**config.mk**
```make
export PLATFORM = sky130hd
export DESIGN_NAME = rtc_core
export DESIGN_NICKNAME = d
export VERILOG_FILES = /design/src/rtl/rtc_pkg.sv /design/src/rtl/rtc_prescale.sv /design/src/rtl/rtc_seconds.sv /design/src/rtl/rtc_irq.sv /design/src/rtl/rtc_core.sv
export SDC_FILE = /design/constraint.sdc
export NUM_CORES = 1
export LEC_CHECK = 0
export ABC_AREA = 1
export BUFFER_PORTS_ARGS = -buffer_cell sky130_fd_sc_hd__buf_2
export CAP_MARGIN = 5
export CORE_ASPECT_RATIO = 0.9
export CORE_MARGIN = 1
export CORE_UTILIZATION = 48
export CTS_CLUSTER_DIAMETER = 40
export DETAILED_ROUTE_END_ITERATION = 12
export PLACE_DENSITY = 0.66
export SYNTH_ARGS = -nofsm -noshare
export SYNTH_HDL_FRONTEND = slang
export SYNTH_SLANG_ARGS = --single-unit
```
**constraint.sdc**
```tcl
create_clock -name clk -period 6.5 [get_ports clk]
set_input_delay 0.325 -clock clk [delete_from_list [all_inputs] [get_ports clk]]
set_output_delay 0.325 -clock clk [all_outputs]
set_load 0.02 [all_outputs]
```
**src/rtl/rtc_pkg.sv**
```systemverilog
package rtc_pkg;
  localparam logic [7:0] OFS_SET_WR  = 8'h00;
  localparam logic [7:0] OFS_SET_RD  = 8'h04;
  localparam logic [7:0] OFS_CAL_WR  = 8'h08;
  localparam logic [7:0] OFS_CAL_RD  = 8'h0C;
  localparam logic [7:0] OFS_SECS    = 8'h10;
  localparam logic [7:0] OFS_TICK    = 8'h14;
  localparam logic [7:0] OFS_ALARM   = 8'h18;
  localparam logic [7:0] OFS_STS     = 8'h20;
  localparam logic [7:0] OFS_MASK    = 8'h24;
  localparam logic [7:0] OFS_UNMASK  = 8'h28;
  localparam logic [7:0] OFS_DOMASK  = 8'h2C;
  localparam logic [7:0] OFS_CTRL    = 8'h40;

  localparam int CNT_W   = 16;
  localparam int FRAC_W  = 4;
  localparam int CAL_W   = CNT_W + FRAC_W + 1;
  localparam int FEN_BIT = CNT_W + FRAC_W;
  localparam int OSC_BIT = 24;
  localparam int EVT_N   = 2;
  localparam int EVT_SEC = 0;
  localparam int EVT_ALM = 1;
  localparam logic [CAL_W-1:0] CAL_RST = 21'h198233;
endpackage

```
**src/rtl/rtc_prescale.sv**
```systemverilog
module rtc_prescale #(
  parameter int CNT_W  = 16,
  parameter int FRAC_W = 4
) (
  input  logic              clk,
  input  logic              rst_n,
  input  logic              run,
  input  logic              restart,
  input  logic              cal_load,
  input  logic [CNT_W-1:0]  int_cnt,
  input  logic [FRAC_W-1:0] frac,
  input  logic              frac_en,
  output logic [CNT_W-1:0]  tick_q,
  output logic              boundary
);
  logic [CNT_W-1:0]  tick_d;
  logic [FRAC_W-1:0] phase_q, phase_d;
  logic [CNT_W:0]    term;
  logic              ext;

  always_comb begin
    ext      = frac_en && (phase_q < frac);
    term     = {1'b0, int_cnt} - 1'b1 + {{CNT_W{1'b0}}, ext};
    boundary = run && !restart && ({1'b0, tick_q} >= term);
    tick_d   = tick_q;
    if (restart)       tick_d = '0;
    else if (boundary) tick_d = '0;
    else if (run)      tick_d = tick_q + 1'b1;
    phase_d  = phase_q;
    if (cal_load)      phase_d = '0;
    else if (boundary) phase_d = phase_q + 1'b1;
  end

  always_ff @(posedge clk or negedge rst_n) begin
    if (!rst_n) begin
      tick_q  <= '0;
      phase_q <= '0;
    end else begin
      tick_q  <= tick_d;
      phase_q <= phase_d;
    end
  end
endmodule

```
**src/rtl/rtc_seconds.sv**
```systemverilog
module rtc_seconds #(
  parameter int SEC_W = 32
) (
  input  logic             clk,
  input  logic             rst_n,
  input  logic             set_wr,
  input  logic [SEC_W-1:0] set_val,
  input  logic             boundary,
  input  logic [SEC_W-1:0] alarm,
  output logic [SEC_W-1:0] sec_q,
  output logic             pend_q,
  output logic             alarm_hit
);
  logic [SEC_W-1:0] sec_nxt, sec_d;
  logic             pend_d;

  always_comb begin
    sec_nxt   = pend_q ? set_val : sec_q + 1'b1;
    alarm_hit = boundary && (sec_nxt == alarm);
    sec_d     = boundary ? sec_nxt : sec_q;
    pend_d    = pend_q;
    if (set_wr)        pend_d = 1'b1;
    else if (boundary) pend_d = 1'b0;
  end

  always_ff @(posedge clk or negedge rst_n) begin
    if (!rst_n) begin
      sec_q  <= '0;
      pend_q <= 1'b0;
    end else begin
      sec_q  <= sec_d;
      pend_q <= pend_d;
    end
  end
endmodule

```
**src/rtl/rtc_irq.sv**
```systemverilog
module rtc_irq #(
  parameter int N = 2
) (
  input  logic         clk,
  input  logic         rst_n,
  input  logic [N-1:0] evt,
  input  logic         clr_wr,
  input  logic         unmask_wr,
  input  logic         domask_wr,
  input  logic [N-1:0] wbits,
  output logic [N-1:0] sts_q,
  output logic [N-1:0] mask_q,
  output logic         irq
);
  logic [N-1:0] sts_d, mask_d;

  always_comb begin
    sts_d  = (sts_q & ~(clr_wr ? wbits : '0)) | evt;
    mask_d = mask_q;
    if (unmask_wr)      mask_d = mask_q & ~wbits;
    else if (domask_wr) mask_d = mask_q | wbits;
  end

  always_ff @(posedge clk or negedge rst_n) begin
    if (!rst_n) begin
      sts_q  <= '0;
      mask_q <= '1;
    end else begin
      sts_q  <= sts_d;
      mask_q <= mask_d;
    end
  end

  assign irq = |(sts_q & ~mask_q);
endmodule

```
**src/rtl/rtc_core.sv**
```systemverilog
module rtc_core
  import rtc_pkg::*;
#(
  parameter int ADDR_W = 8,
  parameter int DATA_W = 32
) (
  input  logic              clk,
  input  logic              rst_n,
  input  logic              osc_tick,
  input  logic              wr_en,
  input  logic [ADDR_W-1:0] addr,
  input  logic [DATA_W-1:0] wdata,
  output logic [DATA_W-1:0] rdata,
  output logic              irq
);
  localparam int SEC_W = DATA_W;

  logic [CAL_W-1:0] cal_q, cal_d;
  logic             osc_q, osc_d;
  logic [SEC_W-1:0] set_q, set_d, alarm_q, alarm_d;
  logic             wr_set, wr_cal, wr_alm, wr_sts, wr_unm, wr_msk, wr_ctl;
  logic [CNT_W-1:0] tick_q;
  logic             boundary, alarm_hit, pend_q;
  logic [SEC_W-1:0] sec_q;
  logic [EVT_N-1:0] evt, sts_q, mask_q;

  always_comb begin
    wr_set = wr_en && (addr == OFS_SET_WR);
    wr_cal = wr_en && (addr == OFS_CAL_WR);
    wr_alm = wr_en && (addr == OFS_ALARM);
    wr_sts = wr_en && (addr == OFS_STS);
    wr_unm = wr_en && (addr == OFS_UNMASK);
    wr_msk = wr_en && (addr == OFS_DOMASK);
    wr_ctl = wr_en && (addr == OFS_CTRL);
    cal_d   = wr_cal ? wdata[CAL_W-1:0] : cal_q;
    osc_d   = wr_ctl ? wdata[OSC_BIT]   : osc_q;
    set_d   = wr_set ? wdata            : set_q;
    alarm_d = wr_alm ? wdata            : alarm_q;
  end

  always_ff @(posedge clk or negedge rst_n) begin
    if (!rst_n) begin
      cal_q   <= CAL_RST;
      osc_q   <= 1'b0;
      set_q   <= '0;
      alarm_q <= '0;
    end else begin
      cal_q   <= cal_d;
      osc_q   <= osc_d;
      set_q   <= set_d;
      alarm_q <= alarm_d;
    end
  end

  rtc_prescale #(.CNT_W(CNT_W), .FRAC_W(FRAC_W)) i_pre (
    .clk(clk), .rst_n(rst_n), .run(osc_q && osc_tick), .restart(wr_set),
    .cal_load(wr_cal), .int_cnt(cal_q[CNT_W-1:0]),
    .frac(cal_q[FEN_BIT-1:CNT_W]), .frac_en(cal_q[FEN_BIT]),
    .tick_q(tick_q), .boundary(boundary)
  );

  rtc_seconds #(.SEC_W(SEC_W)) i_sec (
    .clk(clk), .rst_n(rst_n), .set_wr(wr_set), .set_val(set_q),
    .boundary(boundary), .alarm(alarm_q), .sec_q(sec_q), .pend_q(pend_q),
    .alarm_hit(alarm_hit)
  );

  always_comb begin
    evt          = '0;
    evt[EVT_SEC] = boundary;
    evt[EVT_ALM] = alarm_hit;
  end

  rtc_irq #(.N(EVT_N)) i_irq (
    .clk(clk), .rst_n(rst_n), .evt(evt), .clr_wr(wr_sts), .unmask_wr(wr_unm),
    .domask_wr(wr_msk), .wbits(wdata[EVT_N-1:0]), .sts_q(sts_q),
    .mask_q(mask_q), .irq(irq)
  );

  always_comb begin
    rdata = '0;
    case (addr)
      OFS_SET_RD: rdata = set_q;
      OFS_CAL_RD: rdata[CAL_W-1:0] = cal_q;
      OFS_SECS:   rdata = sec_q;
      OFS_TICK:   rdata[CNT_W-1:0] = tick_q;
      OFS_ALARM:  rdata = alarm_q;
      OFS_STS:    rdata[EVT_N-1:0] = sts_q;
      OFS_MASK:   rdata[EVT_N-1:0] = mask_q;
      OFS_CTRL:   rdata[OSC_BIT] = osc_q;
      default:    rdata = '0;
    endcase
  end
endmodule

```
# Yosys cells after proc, flatten, opt, wreduce, memory -nomap -nowiden
# Index checks and enable logic that the tools add are counted.
# op_classes
n_addsub,5
n_lt_le_gt_ge,2
n_eq_ne,12
muxes,17
n_bitwise,8
reduce_logical,19
# ops
cell,n
case mux 14 bit (5 select lines),1
2-to-1 mux 16 bit,3
adder 32 x 1 -> 32 bit (second input constant),1
equality test 32 bit,1
equality test 8 x 6 -> 1 bit (second input constant),4
2-to-1 mux 32 bit,1
equality test 8 x 5 -> 1 bit (second input constant),3
case mux 7 bit (3 select lines),1
case mux 5 bit (4 select lines),1
adder 17 x 1 -> 17 bit,1
greater-or-equal comparator 16 x 17 -> 1 bit,1
subtractor 16 x 1 -> 17 bit (second input constant),1
adder 16 x 1 -> 16 bit (second input constant),1
equality test 8 x 4 -> 1 bit (second input constant),2
case mux 2 bit (7 select lines),1
logical AND 1 bit,12
case mux 3 bit (3 select lines),1
equality test 8 x 3 -> 1 bit (second input constant),1
equality test 8 x 7 -> 1 bit (second input constant),1
zero test 8 bit,1
2-to-1 mux 4 bit,2
AND 2 bit,3
2-to-1 mux 2 bit,3
NOT 2 bit,3
9 further kinds,13
# totals
ff_bits,143
elab_cells,73

# Logic depth before layout (Yosys ltp)
# logic_depth
ltp_word,7
mapped_depth,26
mapped_depth_nobuf,25

# Cells and area by module
# A second synthesis with hierarchy kept.
# unflattened
cells_unflattened,1502
area_unflattened_um2,10228.6
# by_module_without_submodules
mod,n_inst,cells_per_inst,area_each_um2
rtc_core,1,628,4770.8
rtc_seconds,1,557,3228.1
rtc_prescale,1,290,2040.7
rtc_irq,1,27,188.9

# Worst setup path before layout
# Ideal clock, no wire load.
# synth_path
kind,reg2reg
start,register cal_q[19]
end,register i_sec.sec_q[9]
t_arrival_ps,3497
required_time_ps,6373
path_slack_ps,2876
path_stages_with_launch,22
path_buffers,1
period_less_slack_ps,3624
cell_sequence,dfstp_2 > inv_1 > ha_1 > nand2_1 > o211ai_1 > ha_1 > nand3_1 > nor3_1 > nand4_1 > nor3_1 > nand4_1 > xor2_1 > inv_1 > ha_1 > nand3_1 > nor4b_1 > a21oi_1 > nand2_1 > nand2_4 > inv_4 > buf_2 > o21ai_0
# synth_via
elab_chain_cells,5
# synth_rtl
element,line_no,text
start: declaration,rtc_core.sv:18,"logic [CAL_W-1:0] cal_q, cal_d;"
start signal: assignment,rtc_core.sv:48,cal_q <= cal_d;
< comparator 4 bit,rtc_prescale.sv:22,ext = frac_en && (phase_q < frac);
logical AND 1 bit,rtc_prescale.sv:22,
adder 17 x 1 -> 17 bit,rtc_prescale.sv:23,"term = {1'b0, int_cnt} - 1'b1 + {{CNT_W{1'b0}}, ext};"
greater-or-equal comparator 16 x 17 -> 1 bit,rtc_prescale.sv:24,"boundary = run && !restart && ({1'b0, tick_q} >= term);"
logical AND 1 bit,rtc_prescale.sv:24,
end signal: assignment,rtc_seconds.sv:28,sec_q <= '0;
end signal: assignment,rtc_seconds.sv:31,sec_q <= sec_d;
end: declaration,rtc_seconds.sv:10,"output logic [SEC_W-1:0] sec_q,"
# No other way between the ends.
# A chain may end at the register's enable or synchronous reset.

# Worst setup path after layout
# layout_path
start,register cal_q[19]
end,register i_pre.tick_q[5]
# layout_via
elab_chain_cells,7
elab_cells_between_ends,8
classes_between,add/sub (1); order compare (2); mux (2); reduce/logical (3)
# layout_rtl
element,line_no,text
< comparator 4 bit (*),rtc_prescale.sv:22,
logical AND 1 bit (*),rtc_prescale.sv:22,
adder 17 x 1 -> 17 bit (*),rtc_prescale.sv:23,
greater-or-equal comparator 16 x 17 -> 1 bit (*),rtc_prescale.sv:24,
logical AND 1 bit (*),rtc_prescale.sv:24,
2-to-1 mux 16 bit,rtc_prescale.sv:27,else if (boundary) tick_d = '0;
2-to-1 mux 16 bit,rtc_prescale.sv:26,if (restart) tick_d = '0;
end signal: assignment,rtc_prescale.sv:39,tick_q <= tick_d;
end: declaration,rtc_prescale.sv:13,"output logic [CNT_W-1:0] tick_q,"
# Mark *: on every way between the ends. The rest lies on a longest branch, timed or not.

==> metrics.md <==
| Metric | Value |
|---|---|
| Pwr Density | `306 nW/um^2` |
| Root buf cell | `clkbuf_16` |
| Vias per std cell | `5.47` |
| Reg-to-Reg Start | `cal_q[19]$_DFFE_PN1P_` |
| TNS Setup | `0 ns` |
| Synth top area cells | `dfrtp_1 (36%), nand2_1 (15%), o21ai_0 (6.7%)` |
| Post-DP HPWL | `19900 um` |
| Pleak | `5.10 nW` |
| Max rail drop VDD | `0.000227 V` |
| Vias | `8764` |
| Top cell type by total area after synthesis | `dfrtp_1` |
| Initial antenna violation count | `0` |
| Synth warn | `0` |
| Setup crit end kind | `flop` |
| CTS H-Tree Depth | `4` |
| Post-synth top area share | `0.357` |
| Number of cell rows | `47` |
| DRC viols | `0` |
| Max-slew violations | `0` |
| WL/cell | `17.0 um` |
| Syn Area/Cell | `7.22 um^2` |
| Post-CTS Setup Inserts | `0` |
| Die width | `148 um` |
| Non-Filler Instances | `1603` |
| Setup Viol. Count Final | `0` |
| Layout Skew | `0.0136 ns` |
| Clk_lat worst skew | `0.44 ns` |
| Max_cap viols | `0` |
| Psw | `1.30 mW` |
| Startpoint Class | `flop` |
| CTS clk-pin slew, worst paths | `0.07 ns` |
| Core Region | `18600 um^2` |
| Period utilisation layout | `0.772` |
| CTS tree | `built` |
| Vias in the first global route | `8217` |
| Die height | `134 um` |
| Logic gate share of total power | `0.311` |
| Outcome | `finished clean` |
| Most used cell, CP | `ha_1` |
| Distinct cells, synth | `48` |
| Final WL | `27200 um` |
| Die area | `19800 um^2` |
| Layout net count | `1413` |
| Crit path kind | `flop to flop` |
| Arr. time, crit path | `5.34 ns` |
| Slew Limit Headroom | `0.422` |
| N_diodes | `0` |
| Seq/Total Area, Yosys | `0.388` |
| Top cells by count, synth | `nand2_1 (375), inv_1 (161), dfrtp_1 (132)` |
| Hold WC Path Type | `primary input to flop` |
| Min Tclk post-route | `5.02 ns` |
| GRT overflow | `0` |
| Clock group share of total power | `0.297` |
| Sw frac | `0.410` |
| Global Route Usage Sum | `0.290` |
| Crit-path max cell delay | `0.54 ns` |
| Reg power frac | `0.392` |
| Slew @ Worst Pin | `0.864 ns` |
| Post-synth EDFFs | `0` |
| Mapped Area | `9250 um^2` |
| CP max FO | `53` |
| Clk buf depth | `2` |
| Worst Hold End | `set_q[29]$_DFFE_PN0P_` |
| Ys flop type | `dfrtp_1` |
| Final ANT Viol Nets | `0` |
| CTS buffer count | `17` |
| Pin count of the biggest net entering global routing | `88` |
| Reg-to-reg endpoint | `i_pre.tick_q[5]$_DFFE_PN0P_` |
| Reg-to-reg slack, setup | `1.48 ns` |
| P_int | `1.88 mW` |
| IO Pins | `77` |
| Hold Path Cell Cnt | `3` |
| Area growth, synth to finish | `12.3%` |
| Effective utilization at floorplan | `0.496` |
| Worst EP required | `6.82 ns` |
| Syn nets | `1349` |
| First-pass GRT wire length | `44100 um` |
| Reg2Reg Depth | `22` |
| RSZ-0062 raised after global routing | `false` |
| Cell count after synthesis | `1281` |
| Initial DRC Count | `783` |
| Cells along the critical path | `inv_1 > ha_1 > nand2_1 > o211ai_1 > ha_1 > nand3_1 > nor3_1 > nand4_1 > nor3_1 > nand4_1 > xor2_1 > inv_1 > ha_1 > nand3_1 > nor4b_1 > a21oi_1 > nand2_1 > nand2_4 > inv_4 > nor2_4 > inv_2 > nor2_1` |
| Fraction of layout cells with a size suffix above 1 | `0.146` |
| Hold Violations, Final | `0` |
| Dpl cells | `1570` |
| Hold_sp | `wdata[29]` |
| Slowest CP cell | `nor3_1` |
| FF+latch count, synth | `143` |
| Post-synth ARST share | `1.00` |
| Pre-antenna DRT Iters | `5` |
| Cells resized by post-CTS repair | `0` |
| CTS Sinks | `143` |
| GPL Wtd Cong | `0.916` |
| Count leader, synth | `nand2_1` |
| Port bufs | `76` |
| FMAX | `0.199 GHz` |
## per-stage QoR
step,total power [mW],instance area (um^2),hold slack [ns],utilization,setup WS [ns]
finish,3.18,10400,0.0978,0.558,1.48
detailed placement,2.22,9830,0.453,0.527,1.57
global placement,2.19,9830,0.448,0.527,1.65
global route,3.38,10400,0.0996,0.558,1.03
CTS,3.16,10400,0.0955,0.558,1.55
floorplan,1.90,9250,0.0294,-,2.88
## cells in the final DEF (no fill, tap or decap), types with 3 or more instances in the layout
master / instances
a221oi_1: 8
inv_1: 161
nand2_2: 9
clkbuf_16: 17
o211ai_1: 4
a21oi_1: 26
inv_2: 11
buf_2: 75
xor2_1: 21
o22ai_1: 22
buf_4: 6
mux2_1: 4
or2_2: 3
o221ai_1: 18
nand3_1: 86
nand3b_1: 15
inv_6: 3
mux2_2: 20
nand2_1: 375
nand4_1: 9
nor3_1: 14
a31oi_1: 3
nor2_4: 8
nor2_1: 96
dfrtp_1: 132
nor2_2: 11
dfstp_2: 11
clkinvlp_4: 4
o21ai_0: 123
nor3_2: 4
ha_1: 24
inv_8: 4
## final cells by class
class                           count  area (um^2)
Fill cell                        1817         8250
Clock buffer                       17          425
Inverter                          173          652
Timing Repair Buffer               83          442
Multi-Input combinational cell    927         4850
Sequential cell                   143         3590
Clock inverter                     15          129
Tap cell                          245          307
## power groups by stage
stage                     logic [mW]  clock network [mW]  registers, mW
after floorplan                0.711                   0           1.19
after global placement         0.944                   0           1.25
after detailed placement       0.970                   0           1.25
after CTS                      0.978               0.947           1.24
after global routing            1.12               0.990           1.27
final                          0.988               0.945           1.25
## flip-flops by register name, indices dropped and copies added (netlist names), named ones only
name and flops:
cal_q 21, i_pre.phase_q 4, i_pre.tick_q 16, osc_q 1, i_sec.sec_q 32, set_q 32, i_irq.sts_q 2, alarm_q 32
i_sec.pend_q 1
## logic make-up (layout without fill, tap and decap cells)
family / after synthesis / after routing / share of synthesized area
fa+ha+maj: 24 / 24 / 0.0325
mux: 24 / 24 / 0.0292
xor+xnor: 23 / 23 / 0.0218
simple gates: 639 / 639 / 0.303
flops: 143 / 143 / 0.388
buf+inv: 211 / 288 / 0.0883
compound gates: 217 / 217 / 0.137
## critical path, delay by kind of cell (launching register included)
| kind | cells | cell delay, ns |
|---|---|---|
| xor+xnor | 1 | 0.15 |
| buf+inv | 4 | 0.69 |
| fa+ha+maj | 3 | 0.80 |
| simple gates | 12 | 2.35 |
| compound gates | 2 | 0.36 |
| flops | 1 | 0.51 |
## worst max-delay path by stage
stage | from | to | slack, ns | depth (start not counted)
after CTS | cal_q[19]$_DFFE_PN1P_ | i_pre.tick_q[5]$_DFFE_PN0P_ | 1.55 | 22
after floorplan | cal_q[19]$_DFFE_PN1P_ | i_sec.sec_q[9]$_DFFE_PN0P_ | 2.88 | 21
after global placement | cal_q[19]$_DFFE_PN1P_ | i_pre.tick_q[3]$_DFFE_PN0P_ | 1.65 | 22
after global routing | cal_q[19]$_DFFE_PN1P_ | i_pre.tick_q[3]$_DFFE_PN0P_ | 1.03 | 22
final | cal_q[19]$_DFFE_PN1P_ | i_pre.tick_q[5]$_DFFE_PN0P_ | 1.48 | 22
after detailed placement | cal_q[19]$_DFFE_PN1P_ | i_pre.tick_q[2]$_DFFE_PN0P_ | 1.57 | 22
## per-layer routing
metal	global-route usage	part of all wire	wire [um]
met1	0.416	0.47	12900
met2	0.432	0.44	11900
met3	0.0726	0.074	2000
met4	0.0819	0.016	428
met5	0	0	0
## what timing repair did
action | CTS | global route
endpoints found under the hold margin | 21 | 0
setup endpoints to repair | 0 | 0
hold buffers | 1 | 0
No activity file was read; power rests on OpenSTA's default activity.
